## src/rtl/geo_dim_pkg.sv

```systemverilog
package geo_dim_pkg;

  typedef enum logic {
    SRC_INT = 1'b0,
    SRC_EXT = 1'b1
  } tick_src_e;

  // On-time in counter positions for one level; fixed point with 16 fraction bits.
  function automatic int unsigned on_ticks(int unsigned code, int unsigned code_w,
                                           int unsigned cnt_w);
    int unsigned acc;
    int unsigned res;
    int unsigned top;
    top = (1 << code_w) - 1;
    if (code == 0) return 0;
    acc = (1 << cnt_w) << 16;
    for (int unsigned i = 0; i < top - code; i++) begin
      acc = (acc * 9 + 5) / 10;
    end
    res = (acc + 32768) >> 16;
    if (res == 0) res = 1;
    return res;
  endfunction

endpackage

```

## src/rtl/geo_dim_rom.sv

```systemverilog
module geo_dim_rom #(
  parameter int CODE_W = 5,
  parameter int CNT_W  = 10
) (
  input  logic [CODE_W-1:0] code,
  output logic [CNT_W:0]    on_len
);
  import geo_dim_pkg::*;

  localparam int LEVELS = 1 << CODE_W;

  logic [CNT_W:0] table_w [LEVELS];

  for (genvar c = 0; c < LEVELS; c++) begin : g_lvl
    assign table_w[c] = (CNT_W+1)'(on_ticks(c, CODE_W, CNT_W));
  end

  assign on_len = table_w[code];

endmodule

```

## src/rtl/geo_dim_tick.sv

```systemverilog
module geo_dim_tick #(
  parameter int CNT_W    = 10,
  parameter int INT_DIV  = 5,
  parameter int SYNC_DIV = 32
) (
  input  logic                   clk,
  input  logic                   rst_n,
  input  geo_dim_pkg::tick_src_e src,
  input  logic                   sync_in,
  output logic                   tick,
  output logic [CNT_W:0]         step
);
  import geo_dim_pkg::*;

  localparam int PERIOD   = 1 << CNT_W;
  localparam int EXT_STEP = PERIOD / SYNC_DIV;
  localparam int DIV_W    = (INT_DIV > 1) ? $clog2(INT_DIV) : 1;
  localparam logic [DIV_W-1:0] DIV_LAST = DIV_W'(INT_DIV - 1);

  logic [DIV_W-1:0] div_q, div_d;
  logic             int_tick;
  logic [2:0]       sync_q, sync_d;
  logic             ext_edge;

  always_comb begin
    int_tick = (div_q == DIV_LAST);
    div_d    = int_tick ? '0 : div_q + DIV_W'(1);
    sync_d   = {sync_q[1:0], sync_in};
    ext_edge = sync_q[1] & ~sync_q[2];
  end

  always_ff @(posedge clk or negedge rst_n) begin
    if (!rst_n) begin
      div_q  <= '0;
      sync_q <= '0;
    end else begin
      div_q  <= div_d;
      sync_q <= sync_d;
    end
  end

  assign tick = (src == SRC_EXT) ? ext_edge : int_tick;
  assign step = (src == SRC_EXT) ? (CNT_W+1)'(EXT_STEP) : (CNT_W+1)'(1);

endmodule

```

## src/rtl/geo_dim_core.sv

```systemverilog
module geo_dim_core #(
  parameter int CNT_W = 10
) (
  input  logic           clk,
  input  logic           rst_n,
  input  logic           tick,
  input  logic [CNT_W:0] step,
  input  logic [CNT_W:0] on_new,
  output logic           gate,
  output logic [CNT_W-1:0] cnt,
  output logic [CNT_W:0] on_cur
);
  localparam logic [CNT_W:0] PERIOD = (CNT_W+1)'(1) << CNT_W;

  logic [CNT_W-1:0] cnt_q, cnt_d;
  logic [CNT_W:0]   on_q, on_d;
  logic             gate_q, gate_d;
  logic [CNT_W:0]   sum;
  logic             wrap;

  always_comb begin
    sum    = {1'b0, cnt_q} + step;
    wrap   = (sum >= PERIOD);
    cnt_d  = wrap ? '0 : sum[CNT_W-1:0];
    on_d   = wrap ? on_new : on_q;
    gate_d = ({1'b0, cnt_d} < on_d);
  end

  // Counter starts at its last position so the first advance opens a period.
  always_ff @(posedge clk or negedge rst_n) begin
    if (!rst_n) begin
      cnt_q  <= '1;
      on_q   <= '0;
      gate_q <= 1'b0;
    end else if (tick) begin
      cnt_q  <= cnt_d;
      on_q   <= on_d;
      gate_q <= gate_d;
    end
  end

  assign gate   = gate_q;
  assign cnt    = cnt_q;
  assign on_cur = on_q;

endmodule

```

## src/rtl/geo_dim_pwm.sv

```systemverilog
module geo_dim_pwm #(
  parameter int CODE_W   = 5,
  parameter int CNT_W    = 10,
  parameter int INT_DIV  = 5,
  parameter int SYNC_DIV = 32
) (
  input  logic              clk,
  input  logic              rst_n,
  input  logic [CODE_W-1:0] level_code,
  input  logic              src_sel,
  input  logic              sync_clk,
  output logic              sink_gate
);
  import geo_dim_pkg::*;

  logic [1:0]       rst_pipe;
  logic             rst_sync_n;
  logic             tick_w;
  logic [CNT_W:0]   step_w;
  logic [CNT_W:0]   on_new_w;
  logic [CNT_W:0]   duty_w;
  logic [CNT_W-1:0] cnt_w;
  tick_src_e        src_w;

  always_ff @(posedge clk or negedge rst_n) begin
    if (!rst_n) rst_pipe <= 2'b00;
    else        rst_pipe <= {rst_pipe[0], 1'b1};
  end
  assign rst_sync_n = rst_pipe[1];

  assign src_w = tick_src_e'(src_sel);

  geo_dim_tick #(.CNT_W(CNT_W), .INT_DIV(INT_DIV), .SYNC_DIV(SYNC_DIV)) u_tick (
    .clk    (clk),
    .rst_n  (rst_sync_n),
    .src    (src_w),
    .sync_in(sync_clk),
    .tick   (tick_w),
    .step   (step_w)
  );

  geo_dim_rom #(.CODE_W(CODE_W), .CNT_W(CNT_W)) u_rom (
    .code  (level_code),
    .on_len(on_new_w)
  );

  geo_dim_core #(.CNT_W(CNT_W)) u_core (
    .clk   (clk),
    .rst_n (rst_sync_n),
    .tick  (tick_w),
    .step  (step_w),
    .on_new(on_new_w),
    .gate  (sink_gate),
    .cnt   (cnt_w),
    .on_cur(duty_w)
  );

endmodule

```

## config.mk

```make
export PLATFORM = sky130hd
export DESIGN_NAME = geo_dim_pwm
export DESIGN_NICKNAME = d
export VERILOG_FILES = /design/src/rtl/geo_dim_pkg.sv /design/src/rtl/geo_dim_rom.sv /design/src/rtl/geo_dim_tick.sv /design/src/rtl/geo_dim_core.sv /design/src/rtl/geo_dim_pwm.sv
export SDC_FILE = /design/constraint.sdc
export NUM_CORES = 1
export LEC_CHECK = 0
export BUFFER_PORTS_ARGS = -buffer_cell sky130_fd_sc_hd__buf_2
export CORE_MARGIN = 2
export CORE_UTILIZATION = 30
export DETAILED_ROUTE_END_ITERATION = 10
export SYNTH_ARGS = -nofsm -noshare
export SYNTH_HDL_FRONTEND = slang
export SYNTH_SLANG_ARGS = --single-unit
```

## constraint.sdc

```tcl
create_clock -name clk -period 1 [get_ports clk]
set_input_delay 0.3 -clock clk [delete_from_list [all_inputs] [get_ports clk]]
set_output_delay 0.3 -clock clk [all_outputs]
set_load 0.03 [all_outputs]
```

==> run summary <==
The effective utilization at floorplan was 30.9%. The synthesized design contains 30 register bits. The tools report the post-detailed-placement cell area as 2950 sq um. The number of remaining DRC errors came out at 0. The synthesis-to-layout area growth works out to 53.0%.

Across the run, the number of max-cap violations was 0. In this run the most critical hold path is launched from sync_clk. The tools report the total vias in the final route as 2113. The detailed router finished its first iteration with 91 violations. The post-synthesis average cell area works out to 9.44 sq um. The die is 90.4 um wide.

After legalization and detailed placement, the total HPWL measured 4.13 mm. The vertical die dimension came out at 90.4 um. The post-route clock period utilization is 256%. In this run the clock root is driven by a sky130_fd_sc_hd__clkbuf_8. The sequential element share of the synthesized area was 34.1%. The proportion of netlist area held by the largest area contributor works out to 22.4%.

Setup repair after global routing could not meet its margin everywhere. The register clock-pin slew on the reported worst setup and hold paths is 0.07 ns. Counting flops with an async set or reset pin after synthesis yields a share of 100%.

In the final layout, the multi-input gates occupy 1640 sq um. The H-tree was split into 2 levels. Across all register-to-register paths, the minimum setup slack is -1.56 ns. Power spread over the standard cell area amounts to 1530 nW/um^2. For the worst setup path, the data required time is 1.15 ns. Across the routed clock network, the largest skew measured is 0.00752 ns.

Yosys printed 0 warnings. The post-route worst setup slack is -1.56 ns, and the number of buffers created by CTS is 5. The worst min-delay path category is input pin to register. Summed over all instances, the cell type with the most area after synthesis is sky130_fd_sc_hd__dfrtp_1. The number of nets handed over by synthesis was 266. After routing the design area is 3420 sq um. The net count of the finished layout is 355.

The flow ran to the end, but the final reports show violations. The hold-critical path depth is 1. The commonest cells after synthesis are 20 x sky130_fd_sc_hd__dfrtp_1, 20 x sky130_fd_sc_hd__ha_1, 19 x sky130_fd_sc_hd__a21oi_1. In this run, distinct cell masters in the synthesized netlist total 48. The fraction of final layout cells with drive strength greater than 1 came out at 49.2%. 10 I/O pins were placed. The post-detailed-route count of antenna-violating nets was 0; the synthesized cell area was 2240 sq um. The floorplan has 31 rows. Setup violations remaining at the end of the flow were counted as 23. The run gives 1.54 nW as the leakage power total. The final reports fail on setup timing. Nature of the critical path endpoint: a register.

The clock drives 30 sinks. Using the TritonRoute via totals, the vias-per-cell ratio works out to 4.96. TritonCTS built the clock tree.

Primary flip-flop cell chosen by synthesis mapping: sky130_fd_sc_hd__dfrtp_1. The tightest hold path in the finished design has a slack of 0.127 ns. Along the worst path, the maximum fanout reaches 7.

The number of antenna violations at the first check in global routing is 0. The die area came out at 8170 sq um. Based on the critical path, the design can be clocked at up to 391 MHz. Peak ir drop on the vdd network: 697 uV. Global routing finished with a remaining overflow of 0. The run gives 4 as the count of TritonRoute iterations in the first routing pass. The first global-routing pass estimated 9.91 mm of wire.

The number of filler cells placed in the layout is 670. The hold violation count in the final report was 0. The number of antenna cells inserted was 0; the sum of negative setup slack was -20.01 ns. The total area inside the core boundary comes to 7250 sq um.

The final layout contains routed wiring with a total length of 6.01 mm. The path depth of the worst reg2reg path is 11. The worst register-to-register path begins at u_core.cnt[5]$_DFFE_PN1P_. Entering global routing, the biggest net connects 29 pins.

The tools report the maximum clock path buffer count as 2. The combined global-route utilization of all metal layers is 14.8%, and the data arrival time at the worst-slack endpoint is 2.71 ns. In this run, synthesis inferred 0 flip-flops with an integrated enable.

By area the synthesized netlist is led by sky130_fd_sc_hd__dfrtp_1 22%, sky130_fd_sc_hd__dfstp_2 12%, sky130_fd_sc_hd__ha_1 11%, sky130_fd_sc_hd__mux2i_1 7.2%, sky130_fd_sc_hd__mux2_2 4.5%. Routability-driven placement finished with a final weighted congestion of 0.847. The gate count of the mapped netlist is 237. The worst setup path is of the register to register kind. The count of pins over their slew limit is 0, and the sequential cell area in the final layout is 763 sq um. The number of global-route vias before repair was 2123; the minimum clock period was 2.56 ns. Dividing the detail-routed wire length by the instance count gives 14.1 um. The tools report the type of origin of the critical path as a register. During placement, the flow inserted port buffers numbering 9. The path with the worst hold slack has its endpoint at u_tick.sync_q[0]$_DFF_PN0_. The insertion delay to the later sink of the worst-skew pair is 0.28 ns.

Worst slack at placement: -1.74 ns. The endpoint identified for the worst register-to-register timing path is u_core.gate$_DFFE_PN0P_.
-- layer usage --
| layer | routed length (um) | track usage (%) | vias up |
|---|---|---|---|
| li1 | - | - | 1044 |
| met1 | 2780 | 19.4 | 1027 |
| met2 | 2970 | 25.4 | 34 |
| met3 | 163 | 2.34 | 8 |
| met4 | 96 | 4.23 | 0 |
| met5 | 0 | 0 | - |
-- cell usage in the layout (no fill, tap or decap), drive strengths merged, types with 7 or more instances in the layout --
| master | n |
|---|---|
| dfstp | 10 |
| mux2 | 9 |
| a21oi | 19 |
| inv | 11 |
| dfrtp | 20 |
| nand2 | 18 |
| clkbuf | 7 |
| mux2i | 16 |
| buf | 92 |
| nor2 | 19 |
| o21ai | 16 |
| ha | 20 |
-- metrics by stage --
stage / instances / power [mW] / util, %
after floorplan: 237 / 2.98 / -
after global placement: 403 / 3.75 / 40.7
after detailed placement: 403 / 3.78 / 40.7
after CTS: 419 / 4.94 / 44.3
after global routing: 426 / 5.60 / 47.2
final: 426 / 5.25 / 47.2
-- kinds of logic (layout without fill, tap and decap cells) --
group                    Yosys count  count (layout)  synth area share, %
multiplexers                      27              27                 13.7
AND/OR/NAND/NOR                   65              65                 14.8
adder cells (fa/ha/maj)           20              20                 11.2
AO/OA/AOI/OAI                     62              62                 17.9
other                              1               1                0.168
XOR/XNOR                           9               9                 3.52
buffers and inverters             23             113                 4.69
flip-flops                        30              30                 34.1
-- report_power, final --
group	switching, mW	leakage (nW)	internal [mW]
combinational	1.28	1.16	1.29
sequential	0.144	0.336	1.51
clock	0.462	0.0482	0.554
total	1.89	1.54	3.36
-- worst max-delay path, stage by stage, from the launching register on --
cell	delay, ns
sky130_fd_sc_hd__dfstp_2	0.55
sky130_fd_sc_hd__ha_4	0.22
sky130_fd_sc_hd__a31oi_4	0.31
sky130_fd_sc_hd__nor2_4	0.07
sky130_fd_sc_hd__buf_12	0.15
sky130_fd_sc_hd__mux2i_2	0.15
sky130_fd_sc_hd__ha_1	0.33
sky130_fd_sc_hd__nand4_1	0.12
sky130_fd_sc_hd__nor3_2	0.17
sky130_fd_sc_hd__o21ai_1	0.10
sky130_fd_sc_hd__a21oi_1	0.15
sky130_fd_sc_hd__o211ai_1	0.10
-- sequential cells by signal, summed over array words and instances (netlist names) --
signal,flops
u_core.on_cur,11
u_core.cnt,10
u_core.gate,1
rst_pipe,2
u_tick.div_q,3
u_tick.sync_q,3
-- worst max-delay path by stage --
| stage | start | endpoint | slack, ns | depth (start not counted) |
|---|---|---|---|---|
| floorplan | u_core.cnt[0]$_DFFE_PN1P_ | u_core.gate$_DFFE_PN0P_ | -1.45 | 13 |
| global placement | level_code[0] | u_core.gate$_DFFE_PN0P_ | -1.66 | 14 |
| detailed placement | level_code[1] | u_core.gate$_DFFE_PN0P_ | -1.74 | 13 |
| CTS | u_core.cnt[0]$_DFFE_PN1P_ | u_core.gate$_DFFE_PN0P_ | -1.52 | 12 |
| global route | u_core.cnt[5]$_DFFE_PN1P_ | u_core.gate$_DFFE_PN0P_ | -1.66 | 11 |
| finish | u_core.cnt[5]$_DFFE_PN1P_ | u_core.gate$_DFFE_PN0P_ | -1.56 | 11 |
-- area by class of cell --
class / count / area share [%]
Inverter: 12 / 1.32
Tap cell: 99 / 3.62
Sequential cell: 30 / 22.3
Timing Repair Buffer: 93 / 22.1
Multi-Input combinational cell: 184 / 48.0
Clock buffer: 7 / 2.52
Clock inverter: 1 / 0.146
-- timing repair --
item,4_1_cts,5_1_grt
endpoints found under the hold margin,2,0
buffers inserted,7,8
hold buffers,1,0
resized for setup,18,38
pin swaps,5,19
endpoints found under the setup margin,23,24
Power figures use the tool's default switching activity.
